`config.mk`:
```
export PLATFORM = sky130hd
export DESIGN_NAME = dest_addr_filter
export DESIGN_NICKNAME = d
export VERILOG_FILES = /design/src/rtl/dest_filter_pkg.sv /design/src/rtl/dest_filter_regs.sv /design/src/rtl/dest_filter_ctrl.sv /design/src/rtl/dest_filter_datapath.sv /design/src/rtl/dest_addr_filter.sv
export SDC_FILE = /design/constraint.sdc
export NUM_CORES = 1
export LEC_CHECK = 0
export BUFFER_PORTS_ARGS = -buffer_cell sky130_fd_sc_hd__buf_4
export CAP_MARGIN = 15
export CORE_ASPECT_RATIO = 1.2
export CORE_MARGIN = 2
export CORE_UTILIZATION = 60
export CTS_CLUSTER_DIAMETER = 60
export DETAILED_ROUTE_END_ITERATION = 16
export GPL_TIMING_DRIVEN = 0
export PLACE_DENSITY = 0.79
export SLEW_MARGIN = 25
export SYNTH_ARGS = -nofsm -noshare
export SYNTH_HDL_FRONTEND = slang
export SYNTH_SLANG_ARGS = --single-unit
```
`constraint.sdc`:
```
create_clock -name clk -period 6.04 [get_ports clk]
set_input_delay 1.208 -clock clk [delete_from_list [all_inputs] [get_ports clk]]
set_output_delay 1.208 -clock clk [all_outputs]
set_load 0.01 [all_outputs]
```
`src/rtl/dest_filter_pkg.sv`:
```
package dest_filter_pkg;
  // Configuration bit positions (behavioural: the bench programs these)
  localparam int CFG_BCAST_BIT   = 2;
  localparam int CFG_GROUP_BIT   = 3;
  localparam int CFG_PROMISC_BIT = 4;

  typedef struct packed {
    logic clearDecision;
    logic takeByte;
    logic firstByte;
    logic lastByte;
  } filtStrobe_t;
endpackage

```
`src/rtl/dest_filter_regs.sv`:
```
module dest_filter_regs #(
  parameter int ADDR_BYTES = 6,
  parameter int HASH_BYTES = 8,
  parameter int BYTE_W     = 8,
  parameter int REG_AW     = 4,
  parameter int CFG_ADDR   = 6,
  parameter int HASH_BASE  = 8
) (
  input  logic                         clk,
  input  logic                         rst_n,
  input  logic                         cfgWrEn,
  input  logic [REG_AW-1:0]            cfgAddr,
  input  logic [BYTE_W-1:0]            cfgWrData,
  output logic [ADDR_BYTES*BYTE_W-1:0] stationFlat,
  output logic [HASH_BYTES*BYTE_W-1:0] hashFlat,
  output logic                         promiscEn,
  output logic                         bcastEn,
  output logic                         groupEn
);
  import dest_filter_pkg::*;

  for (genvar gi = 0; gi < ADDR_BYTES; gi++) begin : g_station
    always_ff @(posedge clk) begin
      if (!rst_n)
        stationFlat[gi*BYTE_W +: BYTE_W] <= '0;
      else if (cfgWrEn && cfgAddr == REG_AW'(gi))
        stationFlat[gi*BYTE_W +: BYTE_W] <= cfgWrData;
    end
  end

  for (genvar gj = 0; gj < HASH_BYTES; gj++) begin : g_hash
    always_ff @(posedge clk) begin
      if (!rst_n)
        hashFlat[gj*BYTE_W +: BYTE_W] <= '0;
      else if (cfgWrEn && cfgAddr == REG_AW'(HASH_BASE + gj))
        hashFlat[gj*BYTE_W +: BYTE_W] <= cfgWrData;
    end
  end

  always_ff @(posedge clk) begin
    if (!rst_n) begin
      promiscEn <= 1'b0;
      bcastEn   <= 1'b0;
      groupEn   <= 1'b0;
    end else if (cfgWrEn && cfgAddr == REG_AW'(CFG_ADDR)) begin
      promiscEn <= cfgWrData[CFG_PROMISC_BIT];
      bcastEn   <= cfgWrData[CFG_BCAST_BIT];
      groupEn   <= cfgWrData[CFG_GROUP_BIT];
    end
  end


  cfg_write_chk: assert property (@(posedge clk) disable iff (!rst_n)
    (cfgWrEn && cfgAddr == REG_AW'(CFG_ADDR)) |=>
      (promiscEn == $past(cfgWrData[CFG_PROMISC_BIT]) &&
       bcastEn   == $past(cfgWrData[CFG_BCAST_BIT])));


  cfg_hold_chk: assert property (@(posedge clk) disable iff (!rst_n)
    !(cfgWrEn && cfgAddr == REG_AW'(CFG_ADDR)) |=>
      ($stable(promiscEn) && $stable(bcastEn) && $stable(groupEn)));
endmodule

```
`src/rtl/dest_filter_ctrl.sv`:
```
module dest_filter_ctrl #(
  parameter int ADDR_BYTES = 6,
  localparam int CNT_W = $clog2(ADDR_BYTES + 1),
  localparam int IDX_W = (ADDR_BYTES > 1) ? $clog2(ADDR_BYTES) : 1
) (
  input  logic                        clk,
  input  logic                        rst_n,
  input  logic                        frameStart,
  input  logic                        byteValid,
  output dest_filter_pkg::filtStrobe_t strb,
  output logic [IDX_W-1:0]            byteIdx
);
  import dest_filter_pkg::*;

  logic [CNT_W-1:0] byteCnt;
  logic [CNT_W-1:0] effIdx;
  logic             take;

  always_comb begin
    effIdx  = frameStart ? '0 : byteCnt;
    take    = byteValid && (effIdx < CNT_W'(ADDR_BYTES));
    byteIdx = IDX_W'(effIdx);
    strb.clearDecision = frameStart;
    strb.takeByte      = take;
    strb.firstByte     = take && (effIdx == '0);
    strb.lastByte      = take && (effIdx == CNT_W'(ADDR_BYTES - 1));
  end

  // Counter idles saturated at ADDR_BYTES, so bytes outside a frame fall through.
  always_ff @(posedge clk) begin
    if (!rst_n)
      byteCnt <= CNT_W'(ADDR_BYTES);
    else if (take)
      byteCnt <= effIdx + CNT_W'(1);
    else if (frameStart)
      byteCnt <= '0;
  end


  cnt_range_chk: assert property (@(posedge clk) disable iff (!rst_n)
    byteCnt <= CNT_W'(ADDR_BYTES));


  start_with_byte_chk: assert property (@(posedge clk) disable iff (!rst_n)
    (frameStart && byteValid) |=> (byteCnt == CNT_W'(1)));


  start_alone_chk: assert property (@(posedge clk) disable iff (!rst_n)
    (frameStart && !byteValid) |=> (byteCnt == '0));


  saturated_hold_chk: assert property (@(posedge clk) disable iff (!rst_n)
    (byteCnt == CNT_W'(ADDR_BYTES) && !frameStart) |=> (byteCnt == CNT_W'(ADDR_BYTES)));
endmodule

```
`src/rtl/dest_filter_datapath.sv`:
```
module dest_filter_datapath #(
  parameter int ADDR_BYTES = 6,
  parameter int HASH_BYTES = 8,
  parameter int BYTE_W     = 8,
  localparam int IDX_W  = (ADDR_BYTES > 1) ? $clog2(ADDR_BYTES) : 1,
  localparam int HIDX_W = $clog2(HASH_BYTES * BYTE_W)
) (
  input  logic                         clk,
  input  logic                         rst_n,
  input  dest_filter_pkg::filtStrobe_t strb,
  input  logic [IDX_W-1:0]             byteIdx,
  input  logic [BYTE_W-1:0]            byteData,
  input  logic [HIDX_W-1:0]            hashIdx,
  input  logic [ADDR_BYTES*BYTE_W-1:0] stationFlat,
  input  logic [HASH_BYTES*BYTE_W-1:0] hashFlat,
  input  logic                         promiscEn,
  input  logic                         bcastEn,
  input  logic                         groupEn,
  output logic                         decisionValid,
  output logic                         acceptFrame,
  output logic                         groupFrame
);
  import dest_filter_pkg::*;

  logic [BYTE_W-1:0] stationByte;
  logic onesRun, eqRun, groupRun;
  logic onesNow, eqNow, groupNow, hashHit, acceptNow;

  always_comb begin
    stationByte = stationFlat[byteIdx*BYTE_W +: BYTE_W];
    onesNow  = (&byteData) && (strb.firstByte || onesRun);
    eqNow    = (byteData == stationByte) && (strb.firstByte || eqRun);
    groupNow = strb.firstByte ? byteData[0] : groupRun;
    hashHit  = hashFlat[hashIdx];
    if (promiscEn)      acceptNow = 1'b1;
    else if (onesNow)   acceptNow = bcastEn;
    else if (groupNow)  acceptNow = groupEn && hashHit;
    else                acceptNow = eqNow;
  end

  always_ff @(posedge clk) begin
    if (!rst_n) begin
      onesRun  <= 1'b0;
      eqRun    <= 1'b0;
      groupRun <= 1'b0;
    end else if (strb.takeByte) begin
      onesRun  <= onesNow;
      eqRun    <= eqNow;
      groupRun <= groupNow;
    end
  end

  always_ff @(posedge clk) begin
    if (!rst_n) begin
      decisionValid <= 1'b0;
      acceptFrame   <= 1'b0;
      groupFrame    <= 1'b0;
    end else if (strb.lastByte) begin
      decisionValid <= 1'b1;
      acceptFrame   <= acceptNow;
      groupFrame    <= groupNow;
    end else if (strb.clearDecision) begin
      decisionValid <= 1'b0;
      acceptFrame   <= 1'b0;
      groupFrame    <= 1'b0;
    end
  end


  decision_rise_chk: assert property (@(posedge clk) disable iff (!rst_n)
    $rose(decisionValid) |-> $past(strb.lastByte));


  decision_hold_chk: assert property (@(posedge clk) disable iff (!rst_n)
    (decisionValid && !strb.clearDecision && !strb.lastByte) |=>
      (decisionValid && $stable(acceptFrame) && $stable(groupFrame)));


  decision_clear_chk: assert property (@(posedge clk) disable iff (!rst_n)
    (strb.clearDecision && !strb.lastByte) |=> !decisionValid);


  promisc_accept_chk: assert property (@(posedge clk) disable iff (!rst_n)
    (strb.lastByte && promiscEn) |=> acceptFrame);


  bcast_priority_chk: assert property (@(posedge clk) disable iff (!rst_n)
    (strb.lastByte && !promiscEn && !bcastEn && onesNow) |=> !acceptFrame);


  bcast_group_chk: assert property (@(posedge clk) disable iff (!rst_n)
    (strb.lastByte && onesNow) |=> groupFrame);
endmodule

```
`src/rtl/dest_addr_filter.sv`:
```
module dest_addr_filter #(
  parameter int ADDR_BYTES = 6,
  parameter int HASH_BYTES = 8,
  parameter int BYTE_W     = 8,
  parameter int REG_AW     = 4,
  localparam int IDX_W  = (ADDR_BYTES > 1) ? $clog2(ADDR_BYTES) : 1,
  localparam int HIDX_W = $clog2(HASH_BYTES * BYTE_W)
) (
  input  logic              clk,
  input  logic              rst_n,
  input  logic              cfgWrEn,
  input  logic [REG_AW-1:0] cfgAddr,
  input  logic [BYTE_W-1:0] cfgWrData,
  input  logic              frameStart,
  input  logic              byteValid,
  input  logic [BYTE_W-1:0] byteData,
  input  logic [HIDX_W-1:0] hashIdx,
  output logic              decisionValid,
  output logic              acceptFrame,
  output logic              groupFrame
);
  import dest_filter_pkg::*;

  filtStrobe_t                  strb;
  logic [IDX_W-1:0]             byteIdx;
  logic [ADDR_BYTES*BYTE_W-1:0] stationFlat;
  logic [HASH_BYTES*BYTE_W-1:0] hashFlat;
  logic                         promiscEn, bcastEn, groupEn;

  dest_filter_regs #(
    .ADDR_BYTES(ADDR_BYTES), .HASH_BYTES(HASH_BYTES), .BYTE_W(BYTE_W),
    .REG_AW(REG_AW), .CFG_ADDR(ADDR_BYTES), .HASH_BASE(8)
  ) regs_i (
    .clk(clk), .rst_n(rst_n), .cfgWrEn(cfgWrEn), .cfgAddr(cfgAddr),
    .cfgWrData(cfgWrData), .stationFlat(stationFlat), .hashFlat(hashFlat),
    .promiscEn(promiscEn), .bcastEn(bcastEn), .groupEn(groupEn)
  );

  dest_filter_ctrl #(.ADDR_BYTES(ADDR_BYTES)) ctrl_i (
    .clk(clk), .rst_n(rst_n), .frameStart(frameStart), .byteValid(byteValid),
    .strb(strb), .byteIdx(byteIdx)
  );

  dest_filter_datapath #(
    .ADDR_BYTES(ADDR_BYTES), .HASH_BYTES(HASH_BYTES), .BYTE_W(BYTE_W)
  ) dp_i (
    .clk(clk), .rst_n(rst_n), .strb(strb), .byteIdx(byteIdx),
    .byteData(byteData), .hashIdx(hashIdx), .stationFlat(stationFlat),
    .hashFlat(hashFlat), .promiscEn(promiscEn), .bcastEn(bcastEn),
    .groupEn(groupEn), .decisionValid(decisionValid),
    .acceptFrame(acceptFrame), .groupFrame(groupFrame)
  );
endmodule

```
# [Yosys cells after proc, flatten, opt, wreduce, memory -nomap -nowiden]
# Index checks and enable logic that the tools add are counted.
[word_totals] ff_bits=124 elab_cells=83 input_bits=31
[op_classes] n_eq_ne=16 shifts=1 n_addsub=1 order_cmp=2 n_reduce_logical=27 muxes=12
[op_table] operator="$shiftx A48 B7 Y8" count=1
[op_table] operator="$eq A4 B4 Y1 const B" count=8
[op_table] operator="$logic_and A1 B1 Y1" count=21
[op_table] operator="$eq A4 B3 Y1 const B" count=3
[op_table] operator="$mux W1" count=9
[op_table] operator="$eq A4 B2 Y1 const B" count=2
[op_table] operator="$eq A8 B8 Y1" count=1
[op_table] operator="$reduce_and A8 Y1" count=1
[op_table] operator="$lt A6 B7 Y1 const B" count=1
[op_table] operator="$bmux W1 S6" count=1
[op_table] operator="$mux W3" count=2
[op_table] operator="$eq A4 B1 Y1 const B" count=1
[op_table] operator="$logic_not A4 Y1" count=1
[op_table] operator="$add A3 B1 Y3 const B" count=1
[op_table] operator="$eq A3 B3 Y1 const B" count=1
[op_table] operator="$logic_not A3 Y1" count=1
[op_table] operator="$lt A3 B3 Y1 const B" count=1
[op_table] operator="$logic_or A1 B1 Y1" count=2
[op_table] operator="$reduce_bool A2 Y1" count=1

# [Longest topological paths before layout]
[logic_depth] depth_word=10 mapped_depth=12 mapped_depth_nobuf=10

# [Modules after synthesis]
# Synthesis repeated with hierarchy kept, for this count alone.
[hier_totals] hier_cells=594 area_unflattened_um2=5880.6
[by_module_without_submodules] mod="dest_filter_regs" seq_area_each_um2=2302.2 cells_each=403 n_inst=1 area_per_inst_um2=4161.5
[by_module_without_submodules] mod="dest_filter_datapath" seq_area_each_um2=120.1 cells_each=163 n_inst=1 area_per_inst_um2=1500.2
[by_module_without_submodules] mod="dest_filter_ctrl" seq_area_each_um2=60.1 cells_each=28 n_inst=1 area_per_inst_um2=219.0

# [Least setup slack after synthesis]
# OpenSTA, ideal clock, no wires.
[synth_timing] path_kind="input port to flip-flop" startpoint="in frameStart" endpoint="reg dp_i.acceptFrame" stages=11 arrival_ns=3.234 path_slack_ns=2.729 path_cell_list="buf_6 -> nor2b_1 -> buf_2 -> inv_1 -> ha_1 -> nand2_1 -> nor2_2 -> mux2_4 -> or3_1 -> or4_1 -> a41oi_2"
[synth_between] elab_chain_len=10 word_cells_on_any_way=19
[synth_lines] item="start, declared" line_no="dest_addr_filter.sv:14" text="input logic frameStart,"
[synth_lines] item="branches (longest 10 deep; another with $shiftx A48 B7 Y8)"
[synth_lines] item="end signal, assigned" line_no="dest_filter_datapath.sv:60" text="acceptFrame <= acceptNow;"
[synth_lines] item="end, declared" line_no="dest_filter_datapath.sv:20" text="output logic acceptFrame,"
# Parallel ways; which one is timed is not known.
# A chain may end at the register's enable or synchronous reset.

# [Worst setup path after layout]
# Same ends and word-level chain as after synthesis.

==> flow_summary.toml <==
[route]
final_antenna_net_count = 0
drt-total-wl_um = 15440
drc_errors = 0
route.vias.total = 4529
drt_pre_antenna_iters = 7
post_drt_wl_per_cell_um = 19.98
routed_via_density = 5.859
drt-initial-drc-count = 242

[critical_path]
timing.critical_path.cells = "buf_6, nor2b_1, buf_2, inv_1, ha_1, nand2_1, nor2_2, o21ai_0, inv_1, or3_1, or4_1, a41oi_2"
path_common_cell = "inv_1"
cp_max_fo = 10
timing.reg2reg.setup_slack_ps = 3240
criticalPathCategory = "input pin to flop"
worstSetupStartpointType = "input pin"
critical_path_arrival_ps = 3580
crit_family = "simple AND/OR/NAND/NOR gates"
worst_setup_path_end_kind = "flop"
worst-endpoint-required_ps = 6380
crit_slowest_cell = "or4_1"
cp.buffers_inverters = 4
worst_path_largest_cell_delay_ps = 570

[yosys]
synth_edf_count = 0
synth_top_cells_by_count = "124 x dfxtp_1, 123 x mux2i_1, 113 x nor2b_1"
synthesis.area_per_instance_um2 = 10.33
synth_fp_nets = 623
netlist-cell-type-count = 54
number_of_cells_produced_by_synthesis = 589
yosysTopAreaCellShare_pct = 40.81
synthesis.area_um2 = 6083
synth_top_cell_by_area = "dfxtp_1"
synth_top_cells_by_area = "dfxtp_1 41%, mux2i_1 20%, nor2b_1 12%, mux4_2 5.6%, clkbuf_1 2.0%"
ys_seq_area_share_pct = 40.81
postSynth.topFlopCell = "dfxtp_1"
yosysWarnings = 0
yosys_register_bits = 124
asyncSetResetFlopFracSynth_pct = 0
most_frequently_used_cell_type_in_the_post_synthesis_netlist = "dfxtp_1"

[cts]
ctsRootBufferMaster = "clkbuf_16"
cts_hold_buf = 0
postCtsSetupRepairBufs = 0
cts_resized = 0
worst_skew_pair.late_latency_ps = 410
cts_sinks = 124
tritoncts_buffer_count = 17
cts_max_path_buffers = 2
clock_tree_from_tritoncts = "built"
htree_num_levels = 4
cts.clk_slew.worst_paths_ps = 60

[placed_design]
io_buffer_count = 26
setup_ws_pre_cts_ps = 2438
detailedPlacementHpwl_um = 10930
gp_routability_congestion = 0.9020
placedInstanceArea_um2 = 6436

[sta]
final_min_period_over_clock_period_pct = 53.64
fin_worst_skew_ps = 8.894
finalCriticalPeriod_ps = 3240
setup_viol = 0
totalNegativeSetupSlack_ps = 0
achievable-frequency_mhz = 308.7
rsz_0062_raised_after_global_routing = "false"
final.hold.worst_slack_ps = 468.7
timing.final.max_slew_violations = 0
timing.slew.headroom_pct = 34.16
worst_slack_ps = 2800
worst_slew_pin_slew_ps = 984.0
final_hold_viol_count = 0

[global_routing]
grt_max_degree = 17
track_usage_pct = 29.79
grt_antenna_before_repair = 0
gr-total-overflow = 0
use_met2_pct = 50.72
grt_busiest_layer = "met2"
grt_first_pass_wirelength_um = 24140
grt_pass1_vias = 4609
met3_demand_to_capacity_share_in_global_routing_pct = 5.859
gr-usage-met1_pct = 34.45

[layout]
fraction_of_layout_instances_using_a_drive_strength_above_1_pct = 15.30
final-seq-area_um2 = 2482
synthToLayoutAreaGrowth_pct = 15.06
final_area_um2 = 6999
fillerInstances = 765
finalNetCount = 668
num_antenna_cells = 0
combined_area_of_the_multi_input_logic_cells_um2 = 3374

[power]
max_vdd_drop_mv = 0.2157
p_per_area_nw_per_um2 = 280.3
static-leakage-power_uw = 0.002659

[floorplanning]
pin_count = 34
dieHeight_um = 114.3
initial_utilization_pct = 61.08
floorplan.rows = 40
die-width_um = 95.92
coreArea_um2 = 9960
floorplan.die_area_um2 = 10960

[run]
drv.max_cap_violation_count = 0

[outcome]
run_status = "complete, no violations"

[hold_path]
holdCritPathClass = "flop to flop"
==> tightest hold or removal path, delay by kind of cell, from the launching register on <==
kind / cells / cell delay (ps)
DFF: 1 / 310
AOI/OAI and AO/OA: 1 / 60
and+or+nand+nor: 1 / 50
==> registers in the layout, summed over array words and instances (netlist names) <==
name and cells:
dp_i.groupRun 1, ctrl_i.byteCnt 3, dp_i.decisionValid 1, regs_i.bcastEn 1, dp_i.acceptFrame 1, regs_i.hashFlat 64, dp_i.onesRun 1, regs_i.stationFlat 48
regs_i.groupEn 1, dp_i.groupFrame 1, regs_i.promiscEn 1, dp_i.eqRun 1
==> metal layers <==
metal  vias up  part of all wire, %
li1       2160                    -
met1      2159                   40
met2       160                   51
met3        50                  5.0
met4         0                  4.5
met5         -                    0
==> stage by stage <==
stage	power (µW)	std cells	util, %
after detailed placement	1022	741	64.62
final	1962	773	70.28
after CTS	1970	773	70.28
after floorplan	965.0	589	-
after global routing	2021	773	70.28
after global placement	1019	741	64.62
==> cell families after synthesis <==
family / Yosys count / share of synthesized area (%)
simple gates: 204 / 19.83
mux: 148 / 27.83
flops: 124 / 40.81
compound gates: 53 / 6.479
buf+inv: 52 / 3.723
xor+xnor: 5 / 0.7200
fa+ha+maj: 3 / 0.6171
==> report_power, final <==
group / switching, µW / internal (µW)
registers: 6.96 / 831
logic: 97.3 / 72.4
clock network: 377 / 577
total: 481 / 1480
==> final timing paths <==
path / startpoint / endpoint / depth (start not counted)
min reg2reg: regs_i.stationFlat[3]$_SDFFE_PN0P_ / regs_i.stationFlat[3]$_SDFFE_PN0P_ / 2
max reg2reg: ctrl_i.byteCnt[0]$_SDFF_PN0_ / dp_i.acceptFrame$_SDFFE_PN0P_ / 11
max: frameStart / dp_i.acceptFrame$_SDFFE_PN0P_ / 12
min: regs_i.stationFlat[3]$_SDFFE_PN0P_ / regs_i.stationFlat[3]$_SDFFE_PN0P_ / 2
==> cell type report <==
class                   instances  share of cell area, %
clock inverters                13                  1.716
flip-flops and latches        124                  35.47
clock buffers                  19                  6.328
multi-input cells             413                  48.21
inverters                       9                 0.4827
plain buffers                  43                  2.753
well taps                     126                  2.252
repair buffers                 26                  2.789
==> cell usage in the layout, fill, tap and decap left out, types with 10 or more instances in the layout <==
cell type,instances
a21boi_0,10
buf_4,26
clkbuf_1,34
clkbuf_16,17
dfxtp_1,124
mux2i_1,123
mux4_2,15
nand2_1,19
nand3_1,15
nor2_1,18
nor2b_1,113
o21ai_0,11
No activity file was read; power rests on OpenSTA's default activity.
